--- config.mk ---
export PLATFORM = sky130hd
export DESIGN_NAME = nand_seq
export DESIGN_NICKNAME = d
export VERILOG_FILES = /design/src/rtl/nandseq_pkg.sv /design/src/rtl/nand_bus_cycle.sv /design/src/rtl/nand_busy_wait.sv /design/src/rtl/nand_guard.sv /design/src/rtl/nand_seq.sv
export SDC_FILE = /design/constraint.sdc
export NUM_CORES = 1
export LEC_CHECK = 0
export BUFFER_PORTS_ARGS = -buffer_cell sky130_fd_sc_hd__buf_4
export CORE_UTILIZATION = 56
export CTS_CLUSTER_SIZE = 40
export DETAILED_ROUTE_END_ITERATION = 10
export PLACE_DENSITY_LB_ADDON = 0.12
export SKIP_CTS_REPAIR_TIMING = 1
export SLEW_MARGIN = 15
export SYNTH_ARGS = -nofsm -noshare
export SYNTH_HDL_FRONTEND = slang
export SYNTH_SLANG_ARGS = --single-unit
--- constraint.sdc ---
create_clock -name clk -period 5.7 [get_ports clk]
set_input_delay 1.14 -clock clk [delete_from_list [all_inputs] [get_ports clk]]
set_output_delay 1.14 -clock clk [all_outputs]
set_load 0.01 [all_outputs]
--- src/rtl/nandseq_pkg.sv ---
package nandseq_pkg;
  typedef enum logic [1:0] {OP_READ = 2'd0, OP_PROG = 2'd1, OP_ERASE = 2'd2, OP_RSVD = 2'd3} op_t;
  typedef enum logic [1:0] {BK_CMD = 2'd0, BK_ADDR = 2'd1, BK_DIN = 2'd2, BK_DOUT = 2'd3} bkind_t;
  typedef enum logic [1:0] {DC_OK = 2'd0, DC_FAIL = 2'd1, DC_TMO = 2'd2, DC_REJ = 2'd3} dcode_t;
  localparam logic [7:0] CMD_RD_MAIN = 8'h00;
  localparam logic [7:0] CMD_RD_SPARE = 8'h50;
  localparam logic [7:0] CMD_PROG = 8'h80;
  localparam logic [7:0] CMD_PROG_GO = 8'h10;
  localparam logic [7:0] CMD_ERASE = 8'h60;
  localparam logic [7:0] CMD_ERASE_GO = 8'hD0;
  localparam logic [7:0] CMD_STATUS = 8'h70;
endpackage

--- src/rtl/nand_bus_cycle.sv ---
module nand_bus_cycle
  import nandseq_pkg::*;
#(
  parameter int T_SU = 2,
  parameter int T_LO = 3,
  parameter int T_HI = 2
) (
  input  logic       clk,
  input  logic       rst,
  input  logic       go,
  input  bkind_t     kind,
  input  logic [7:0] tx,
  input  logic [7:0] dq_i,
  output logic       cle,
  output logic       ale,
  output logic       we_n,
  output logic       re_n,
  output logic [7:0] dq_o,
  output logic       dq_oe,
  output logic [7:0] rx,
  output logic       fin
);
  localparam int TMAX = (T_SU > T_LO) ? ((T_SU > T_HI) ? T_SU : T_HI)
                                      : ((T_LO > T_HI) ? T_LO : T_HI);
  localparam int CW = $clog2(TMAX + 1);

  typedef enum logic [1:0] {P_IDLE, P_SETUP, P_LOW, P_HIGH} ph_t;
  ph_t ph;
  logic [CW-1:0] cnt;
  logic is_rd;

  always_ff @(posedge clk) begin
    if (rst) begin
      ph <= P_IDLE; cnt <= '0; is_rd <= 1'b0; fin <= 1'b0;
      cle <= 1'b0; ale <= 1'b0; we_n <= 1'b1; re_n <= 1'b1;
      dq_o <= '0; dq_oe <= 1'b0; rx <= '0;
    end else begin
      fin <= 1'b0;
      case (ph)
        P_IDLE: if (go) begin
          cle   <= (kind == BK_CMD);
          ale   <= (kind == BK_ADDR);
          dq_o  <= tx;
          dq_oe <= (kind != BK_DOUT);
          is_rd <= (kind == BK_DOUT);
          cnt   <= CW'(T_SU - 1);
          ph    <= P_SETUP;
        end
        P_SETUP: if (cnt == '0) begin
          if (is_rd) re_n <= 1'b0; else we_n <= 1'b0;
          cnt <= CW'(T_LO - 1);
          ph  <= P_LOW;
        end else cnt <= cnt - 1'b1;
        P_LOW: if (cnt == '0) begin
          we_n <= 1'b1; re_n <= 1'b1;
          if (is_rd) rx <= dq_i;
          cnt <= CW'(T_HI - 1);
          ph  <= P_HIGH;
        end else cnt <= cnt - 1'b1;
        default: if (cnt == '0) begin
          cle <= 1'b0; ale <= 1'b0; dq_oe <= 1'b0;
          fin <= 1'b1;
          ph  <= P_IDLE;
        end else cnt <= cnt - 1'b1;
      endcase
    end
  end

  // latch enables frozen while either strobe is low
  a_r6_latch_frozen: assert property (@(posedge clk) disable iff (rst)
    (!we_n || !re_n) |-> ($stable(cle) && $stable(ale)));
  // strobes never overlap
  a_r6_strobe_excl: assert property (@(posedge clk) disable iff (rst)
    !(!we_n && !re_n));
  // never both latch enables
  a_r2_latch_excl: assert property (@(posedge clk) disable iff (rst)
    !(cle && ale));
endmodule

--- src/rtl/nand_busy_wait.sv ---
module nand_busy_wait #(
  parameter int T_WB = 20,
  parameter int TO_W = 20
) (
  input  logic            clk,
  input  logic            rst,
  input  logic            go,
  input  logic [TO_W-1:0] limit,
  input  logic            rb_n,
  output logic            fin,
  output logic            tmo
);
  localparam int IW = $clog2(T_WB + 1);
  typedef enum logic [1:0] {W_IDLE, W_IGN, W_POLL} ws_t;
  ws_t ws;
  logic rb_q1, rb_q2;
  logic [IW-1:0] ign;
  logic [TO_W-1:0] cnt;

  always_ff @(posedge clk) begin
    if (rst) begin
      rb_q1 <= 1'b1; rb_q2 <= 1'b1;
      ws <= W_IDLE; ign <= '0; cnt <= '0; fin <= 1'b0; tmo <= 1'b0;
    end else begin
      rb_q1 <= rb_n;
      rb_q2 <= rb_q1;
      fin <= 1'b0; tmo <= 1'b0;
      case (ws)
        W_IDLE: if (go) begin ws <= W_IGN; ign <= IW'(T_WB); cnt <= '0; end
        W_IGN: if (ign == '0) ws <= W_POLL; else ign <= ign - 1'b1;
        default: begin
          if (rb_q2) begin
            fin <= 1'b1; ws <= W_IDLE;
          end else if (cnt == limit) begin
            fin <= 1'b1; tmo <= 1'b1; ws <= W_IDLE;
          end else cnt <= cnt + 1'b1;
        end
      endcase
    end
  end

  // polling counter never passes the active limit
  a_r8_poll_bound: assert property (@(posedge clk) disable iff (rst)
    (ws == W_POLL) |-> (cnt <= limit));
endmodule

--- src/rtl/nand_guard.sv ---
module nand_guard
  import nandseq_pkg::*;
#(
  parameter int NBLK = 16,
  parameter int PG_PER_BLK = 4,
  parameter int MAIN_NOP = 2,
  parameter int SPARE_NOP = 3
) (
  input  logic            clk,
  input  logic            rst,
  input  op_t             op,
  input  logic [31:0]     addr,
  input  logic            spare,
  input  logic [NBLK-1:0] mask,
  input  logic            commit,
  output logic            reject
);
  localparam int BLK_W = $clog2(NBLK);
  localparam int PG_W = $clog2(PG_PER_BLK);
  localparam int NPAGE = NBLK * PG_PER_BLK;
  localparam int NMAX = (MAIN_NOP > SPARE_NOP) ? MAIN_NOP : SPARE_NOP;
  localparam int NC = $clog2(NMAX + 1);

  logic [NC-1:0] mcnt [NPAGE];
  logic [NC-1:0] scnt [NPAGE];
  logic [BLK_W-1:0] blk;
  logic [BLK_W+PG_W-1:0] idx;
  logic blk_bad, over;

  assign blk = addr[8+PG_W +: BLK_W];
  assign idx = addr[8 +: BLK_W+PG_W];
  assign blk_bad = (blk != '0) && !mask[blk];
  assign over = spare ? (scnt[idx] >= NC'(SPARE_NOP)) : (mcnt[idx] >= NC'(MAIN_NOP));

  always_comb begin
    case (op)
      OP_READ:  reject = 1'b0;
      OP_PROG:  reject = blk_bad || over;
      OP_ERASE: reject = blk_bad;
      default:  reject = 1'b1;
    endcase
  end

  always_ff @(posedge clk) begin
    if (rst) begin
      for (int i = 0; i < NPAGE; i++) begin mcnt[i] <= '0; scnt[i] <= '0; end
    end else if (commit) begin
      if (op == OP_PROG) begin
        if (spare) scnt[idx] <= scnt[idx] + 1'b1;
        else mcnt[idx] <= mcnt[idx] + 1'b1;
      end else if (op == OP_ERASE) begin
        for (int p = 0; p < PG_PER_BLK; p++) begin
          mcnt[{blk, PG_W'(p)}] <= '0;
          scnt[{blk, PG_W'(p)}] <= '0;
        end
      end
    end
  end

  // budgets of the addressed page are never exceeded
  a_r11_budget: assert property (@(posedge clk) disable iff (rst)
    (mcnt[idx] <= NC'(MAIN_NOP)) && (scnt[idx] <= NC'(SPARE_NOP)));
endmodule

--- src/rtl/nand_seq.sv ---
module nand_seq
  import nandseq_pkg::*;
#(
  parameter int NBLK = 16,
  parameter int PG_PER_BLK = 4,
  parameter int LEN_W = 10,
  parameter int T_SU = 2,
  parameter int T_LO = 3,
  parameter int T_HI = 2,
  parameter int T_WB = 20,
  parameter int PROG_TO = 100000,
  parameter int ERASE_TO = 600000,
  parameter int RD_TO = 5000,
  parameter int MAIN_NOP = 2,
  parameter int SPARE_NOP = 3
) (
  input  logic             clk,
  input  logic             rst,
  input  logic             req_valid,
  output logic             req_ready,
  input  logic [1:0]       req_op,
  input  logic [31:0]      req_addr,
  input  logic [LEN_W-1:0] req_len,
  input  logic             req_spare,
  input  logic [NBLK-1:0]  blk_ok_mask,
  input  logic [7:0]       wr_data,
  output logic             wr_take,
  output logic [7:0]       rd_data,
  output logic             rd_valid,
  output logic             done,
  output logic [1:0]       done_code,
  output logic             nand_ce_n,
  output logic             nand_cle,
  output logic             nand_ale,
  output logic             nand_we_n,
  output logic             nand_re_n,
  output logic             nand_wp_n,
  output logic [7:0]       nand_dq_o,
  output logic             nand_dq_oe,
  input  logic [7:0]       nand_dq_i,
  input  logic             nand_rb_n
);
  localparam int TO_MAX = (PROG_TO > ERASE_TO) ? ((PROG_TO > RD_TO) ? PROG_TO : RD_TO)
                                               : ((ERASE_TO > RD_TO) ? ERASE_TO : RD_TO);
  localparam int TO_W = $clog2(TO_MAX + 1);

  typedef enum logic [3:0] {S_IDLE, S_CMD1, S_ADDR, S_DIN, S_CMD2, S_WAIT, S_DOUT, S_STAT, S_SREAD} st_t;
  st_t st;
  op_t op_q, req_op_t;
  logic [31:0] addr_q;
  logic [LEN_W-1:0] len_q, idx;
  logic spare_q, reject, commit;
  logic bc_go, bc_fin, bw_go, bw_fin, bw_tmo;
  bkind_t bc_kind;
  logic [7:0] bc_tx, bc_rx;
  logic [TO_W-1:0] bw_lim;

  assign req_op_t = op_t'(req_op);
  assign req_ready = (st == S_IDLE);
  assign commit = req_valid && req_ready && !reject;

  nand_guard #(.NBLK(NBLK), .PG_PER_BLK(PG_PER_BLK), .MAIN_NOP(MAIN_NOP), .SPARE_NOP(SPARE_NOP)) u_guard (
    .clk(clk), .rst(rst), .op(req_op_t), .addr(req_addr), .spare(req_spare),
    .mask(blk_ok_mask), .commit(commit), .reject(reject));

  nand_bus_cycle #(.T_SU(T_SU), .T_LO(T_LO), .T_HI(T_HI)) u_cycle (
    .clk(clk), .rst(rst), .go(bc_go), .kind(bc_kind), .tx(bc_tx), .dq_i(nand_dq_i),
    .cle(nand_cle), .ale(nand_ale), .we_n(nand_we_n), .re_n(nand_re_n),
    .dq_o(nand_dq_o), .dq_oe(nand_dq_oe), .rx(bc_rx), .fin(bc_fin));

  nand_busy_wait #(.T_WB(T_WB), .TO_W(TO_W)) u_busy (
    .clk(clk), .rst(rst), .go(bw_go), .limit(bw_lim), .rb_n(nand_rb_n),
    .fin(bw_fin), .tmo(bw_tmo));

  always_ff @(posedge clk) begin
    if (rst) begin
      st <= S_IDLE; op_q <= OP_READ; addr_q <= '0; len_q <= '0; idx <= '0; spare_q <= 1'b0;
      nand_ce_n <= 1'b1; nand_wp_n <= 1'b0; done <= 1'b0; done_code <= DC_OK;
      wr_take <= 1'b0; rd_valid <= 1'b0; rd_data <= '0;
      bc_go <= 1'b0; bc_kind <= BK_CMD; bc_tx <= '0; bw_go <= 1'b0; bw_lim <= '0;
    end else begin
      bc_go <= 1'b0; bw_go <= 1'b0; done <= 1'b0; wr_take <= 1'b0; rd_valid <= 1'b0;
      case (st)
        S_IDLE: if (req_valid) begin
          if (reject) begin
            done <= 1'b1; done_code <= DC_REJ;
          end else begin
            op_q <= req_op_t; addr_q <= req_addr; len_q <= req_len; spare_q <= req_spare;
            nand_ce_n <= 1'b0; nand_wp_n <= (req_op_t != OP_READ);
            st <= S_CMD1; bc_go <= 1'b1; bc_kind <= BK_CMD;
            case (req_op_t)
              OP_PROG:  bc_tx <= CMD_PROG;
              OP_ERASE: bc_tx <= CMD_ERASE;
              default:  bc_tx <= req_spare ? CMD_RD_SPARE : CMD_RD_MAIN;
            endcase
          end
        end
        S_CMD1: if (bc_fin) begin
          st <= S_ADDR; idx <= '0;
          bc_go <= 1'b1; bc_kind <= BK_ADDR; bc_tx <= addr_q[7:0];
        end
        S_ADDR: if (bc_fin) begin
          if (idx == LEN_W'(3)) begin
            if (op_q == OP_READ) begin
              st <= S_WAIT; bw_go <= 1'b1; bw_lim <= TO_W'(RD_TO);
            end else if (op_q == OP_PROG && len_q != '0) begin
              st <= S_DIN; idx <= '0; wr_take <= 1'b1;
              bc_go <= 1'b1; bc_kind <= BK_DIN; bc_tx <= wr_data;
            end else begin
              st <= S_CMD2; bc_go <= 1'b1; bc_kind <= BK_CMD;
              bc_tx <= (op_q == OP_PROG) ? CMD_PROG_GO : CMD_ERASE_GO;
            end
          end else begin
            idx <= idx + 1'b1;
            bc_go <= 1'b1; bc_kind <= BK_ADDR;
            bc_tx <= addr_q[{idx[1:0] + 2'd1, 3'b000} +: 8];
          end
        end
        S_DIN: if (bc_fin) begin
          if (idx == len_q - 1'b1) begin
            st <= S_CMD2; bc_go <= 1'b1; bc_kind <= BK_CMD; bc_tx <= CMD_PROG_GO;
          end else begin
            idx <= idx + 1'b1; wr_take <= 1'b1;
            bc_go <= 1'b1; bc_kind <= BK_DIN; bc_tx <= wr_data;
          end
        end
        S_CMD2: if (bc_fin) begin
          st <= S_WAIT; bw_go <= 1'b1;
          bw_lim <= (op_q == OP_PROG) ? TO_W'(PROG_TO) : TO_W'(ERASE_TO);
        end
        S_WAIT: if (bw_fin) begin
          if (bw_tmo) begin
            st <= S_IDLE; done <= 1'b1; done_code <= DC_TMO; nand_ce_n <= 1'b1; nand_wp_n <= 1'b0;
          end else if (op_q != OP_READ) begin
            st <= S_STAT; bc_go <= 1'b1; bc_kind <= BK_CMD; bc_tx <= CMD_STATUS;
          end else if (len_q == '0) begin
            st <= S_IDLE; done <= 1'b1; done_code <= DC_OK; nand_ce_n <= 1'b1;
          end else begin
            st <= S_DOUT; idx <= '0; bc_go <= 1'b1; bc_kind <= BK_DOUT;
          end
        end
        S_DOUT: if (bc_fin) begin
          rd_valid <= 1'b1; rd_data <= bc_rx;
          if (idx == len_q - 1'b1) begin
            st <= S_IDLE; done <= 1'b1; done_code <= DC_OK; nand_ce_n <= 1'b1;
          end else begin
            idx <= idx + 1'b1; bc_go <= 1'b1; bc_kind <= BK_DOUT;
          end
        end
        S_STAT: if (bc_fin) begin
          st <= S_SREAD; bc_go <= 1'b1; bc_kind <= BK_DOUT;
        end
        default: if (bc_fin) begin
          st <= S_IDLE; done <= 1'b1; nand_ce_n <= 1'b1; nand_wp_n <= 1'b0;
          done_code <= bc_rx[0] ? DC_FAIL : DC_OK;
        end
      endcase
    end
  end

  // standby whenever idle
  a_r7_idle_standby: assert property (@(posedge clk) disable iff (rst)
    (st == S_IDLE) |-> nand_ce_n);
  // protection released throughout program and erase
  a_r5_wp_released: assert property (@(posedge clk) disable iff (rst)
    (!nand_ce_n && op_q != OP_READ) |-> nand_wp_n);
  // a refused request leaves the chip deselected
  a_r10_reject_quiet: assert property (@(posedge clk) disable iff (rst)
    (done && done_code == DC_REJ) |-> (nand_ce_n && $past(nand_ce_n)));
  // read data only while selected and reading
  a_r4_rd_valid_ctx: assert property (@(posedge clk) disable iff (rst)
    rd_valid |-> (op_q == OP_READ));
endmodule

==> flow_metrics.env <==
export IMPL_cts_sinks=405
export IMPL_grt_first_pass_wirelength_microns=96100
export IMPL_m1WireLength_microns=25200
export IMPL_postRouteWirelength_microns=60700
export IMPL_htreeDepth=2
export IMPL_nets=2613
export IMPL_insertion_delay_ns=0.57
export IMPL_root_buffer="clkbuf_16"
export IMPL_synthFlopType="dfxtp_1"
export IMPL_ios=110
export IMPL_slew_viol_final=0
export IMPL_drive_above_1_share_pct=14.1
export IMPL_whs_path_depth=1
export IMPL_first_global_vias=17800
export IMPL_slew_headroom_pct=23.7
export IMPL_hpwlAfterDp_microns=40400
export IMPL_hold_viol_final=0
export IMPL_synth_area_leaders="dfxtp_1, mux2i_1, nor2_1"
export IMPL_status="completed"
export IMPL_crit_required_ns=6.15
export IMPL_yosys_top_cells_count="dfxtp_1, nor2_1, nand2_1, a21oi_1, mux2i_1"
export IMPL_yosysTopAreaCell="dfxtp_1"
export IMPL_crit_chain="buf_4, and3b_1, buf_4, a22oi_1, a31oi_1, nor4_1, buf_4, and3_2, inv_1, ha_2, a31o_2, or3_4, a31oi_1, nor4b_4, buf_12, o211a_1, and3_1, buf_12, a21oi_1"
export IMPL_cts_tree="built"
export IMPL_synth_edff_count=0
export IMPL_cts_buffers=43
export IMPL_antenna_left=0
export IMPL_place_area_sq_um=22000
export IMPL_postLayoutCellArea_sq_um=23600
export IMPL_tightest_slew_ns=1.14
export IMPL_critical_path_max_stage_delay_ns=0.47
export IMPL_dr_total_vias=18800
export IMPL_grt_max_degree=79
export IMPL_start_util_pct=57.0
export IMPL_setup_tns_final_ns=0
export IMPL_drtIter0Drc=2056
export IMPL_grtUsageTotal_pct=32.8
export IMPL_dr_pass1_iters=6
export IMPL_powerDensity_nw_per_um2=319
export IMPL_reg2regPathDepth=17
export IMPL_cts_buffer_depth=3
export IMPL_final_cells=3007
export IMPL_synth_top_area_share_pct=40.0
export IMPL_avgSynthCellArea_sq_um=8.27
export IMPL_ys_warn_count=0
export IMPL_crit_slowest_cell="nor4_1"
export IMPL_yosysUniqueCellTypes=73
export IMPL_async_reset_ff_share_pct=0
export IMPL_rows=69
export IMPL_die_h_microns=192
export IMPL_p_total_mw=7.53
export IMPL_syn_to_final_growth_pct=16.5
export IMPL_power_leakage_nw=9.42
export IMPL_syn_inst=2451
export IMPL_critPathMostFrequentCell="buf_4"
export IMPL_fp_dieW_microns=192
export IMPL_postSynthNetCount=2552
export IMPL_drc=0
export IMPL_rsz0062_at_grt="false"
export IMPL_critPathKind="in2reg"
export IMPL_setup_violations=0
export IMPL_clock_skew_ns=0.0170
export IMPL_portBuffers=108
export IMPL_netlist_area_sq_um=20300
export IMPL_post_drt_wl_per_cell_microns=20.2
export IMPL_min_path_type="reg2reg"
export IMPL_path_clk_slew_ns=0.06
export IMPL_fin_crit_sh_pct=92.3
export IMPL_fmax_mhz=190
export IMPL_cp_end_kind="flip-flop"
export IMPL_vias_per_cell=6.25
export IMPL_coreArea_sq_um=35600
export IMPL_dpl_cell_count=2928
export IMPL_fin_crit_ns=5.26
export IMPL_gr_total_overflow=0
export IMPL_cp_max_fo=17
export IMPL_vdd_drop_max_mv=0.275
export IMPL_ys_ff_latch=405
export IMPL_seq_area_frac_synth_pct=40.0
export IMPL_crit_path_start_kind="input pin"
export IMPL_die_area_sq_um=37000
export IMPL_dr_wl_met2_microns=29300
export IMPL_synthMostInstantiatedCell="dfxtp_1"
export IMPL_wl_met3_microns=4110
export IMPL_top_layer="met4"
export IMPL_max_cap_violations=0
export IMPL_diodes=0
export IMPL_critPathArrivalTime_ns=5.71
export IMPL_place_congestion=0.940
export IMPL_antenna_found_initial=0
==> layer usage <==
metal / up-vias / track usage (%)
met1: 9104 / 42.3
met3: 118 / 4.80
li1: 8855 / -
met2: 731 / 55.2
met5: - / 0
met4: 0 / 12.6
==> area by class of cell <==
type	instances	area, sq um
timing repair buffer	233	2040
tap	461	577
fill	2966	12000
clock inverter	20	333
sequential	405	8110
clock buffer	59	1280
inverter	30	115
multi-input combinational	1799	11200
==> stage by stage <==
step                      utilization [%]  setup slack [ns]  hold slack (ns)
after floorplan                         -            0.0283            0.389
after global placement               61.9            0.0810            0.397
after detailed placement             61.9            0.0533            0.397
after CTS                            66.4             0.518            0.420
after global routing                 66.4             0.322            0.449
final                                66.4             0.438            0.420
==> path summary, 6_finish.rpt <==
kind,startpoint,endpoint,slack [ns]
min,u_busy.rb_q1,u_busy.rb_q2,0.42
max reg2reg,u_guard.scnt[50][0],u_guard.scnt[46][0],1.28
min reg2reg,u_busy.rb_q1,u_busy.rb_q2,0.42
max,req_addr[10],u_guard.scnt[46][0],0.44
==> critical path: cells and delay by family <==
kind	cells	cell delay, ns
simple gates	6	1.95
buf+inv	6	0.97
fa+ha+maj	1	0.20
compound gates	6	1.41
==> cell families (layout without fill, tap and decap cells) <==
| family | Yosys count | after routing | share of synthesized area [%] |
|---|---|---|---|
| adder cells (fa/ha/maj) | 20 | 20 | 1.23 |
| buffers and inverters | 247 | 342 | 5.18 |
| AO/OA/AOI/OAI | 540 | 540 | 18.2 |
| XOR/XNOR | 42 | 42 | 1.81 |
| AND/OR/NAND/NOR | 1024 | 1024 | 24.2 |
| multiplexers | 173 | 173 | 9.30 |
| flip-flops | 405 | 405 | 40.0 |
==> power by group <==
group / switching [mW] / internal, mW
clock network: 1.18 / 1.98
registers: 0.128 / 2.95
logic: 0.817 / 0.478
total: 2.13 / 5.41
==> placed cells by master (no fill, tap or decap), types with 6 or more instances in the layout <==
master / Yosys / layout
a211o_1: 7 / 7
a21oi_1: 180 / 180
a221oi_1: 27 / 27
a22o_1: 23 / 23
a22oi_1: 130 / 130
a31oi_1: 19 / 19
and2_1: 6 / 6
and3_1: 22 / 21
buf_12: 0 / 23
buf_4: 17 / 209
bufinv_16: 0 / 9
clkbuf_16: 0 / 45
clkbuf_8: 0 / 10
clkinv_2: 0 / 8
dfxtp_1: 405 / 405
ha_1: 20 / 19
inv_1: 27 / 27
mux2i_1: 157 / 157
mux4_2: 12 / 12
nand2_1: 229 / 229
nand2b_1: 15 / 15
nand3_1: 56 / 56
nand3b_1: 10 / 10
nand4_1: 79 / 79
nor2_1: 372 / 370
nor2b_1: 135 / 135
nor3_1: 34 / 33
nor4_1: 13 / 12
o211a_1: 16 / 16
o211ai_1: 68 / 68
o21ai_0: 18 / 18
o22ai_1: 6 / 6
o31ai_1: 10 / 10
or3_1: 13 / 13
xnor2_1: 20 / 20
xor2_1: 22 / 22
==> state kept, by name, indices dropped and copies added, names as in the netlist, 2 cells and up <==
signal and flops:
addr_q 32, bc_kind 2, bc_tx 8, bw_lim 6
done_code 2, idx 10, len_q 10, op_q 2
rd_data 8, st 4, u_busy.cnt 20, u_busy.ign 5
u_busy.ws 2, u_cycle.cnt 2, u_cycle.dq_o 8, u_cycle.ph 2
u_cycle.rx 8, u_guard.mcnt 128, u_guard.scnt 128
Note: power is estimated with default switching activity, not from simulation.
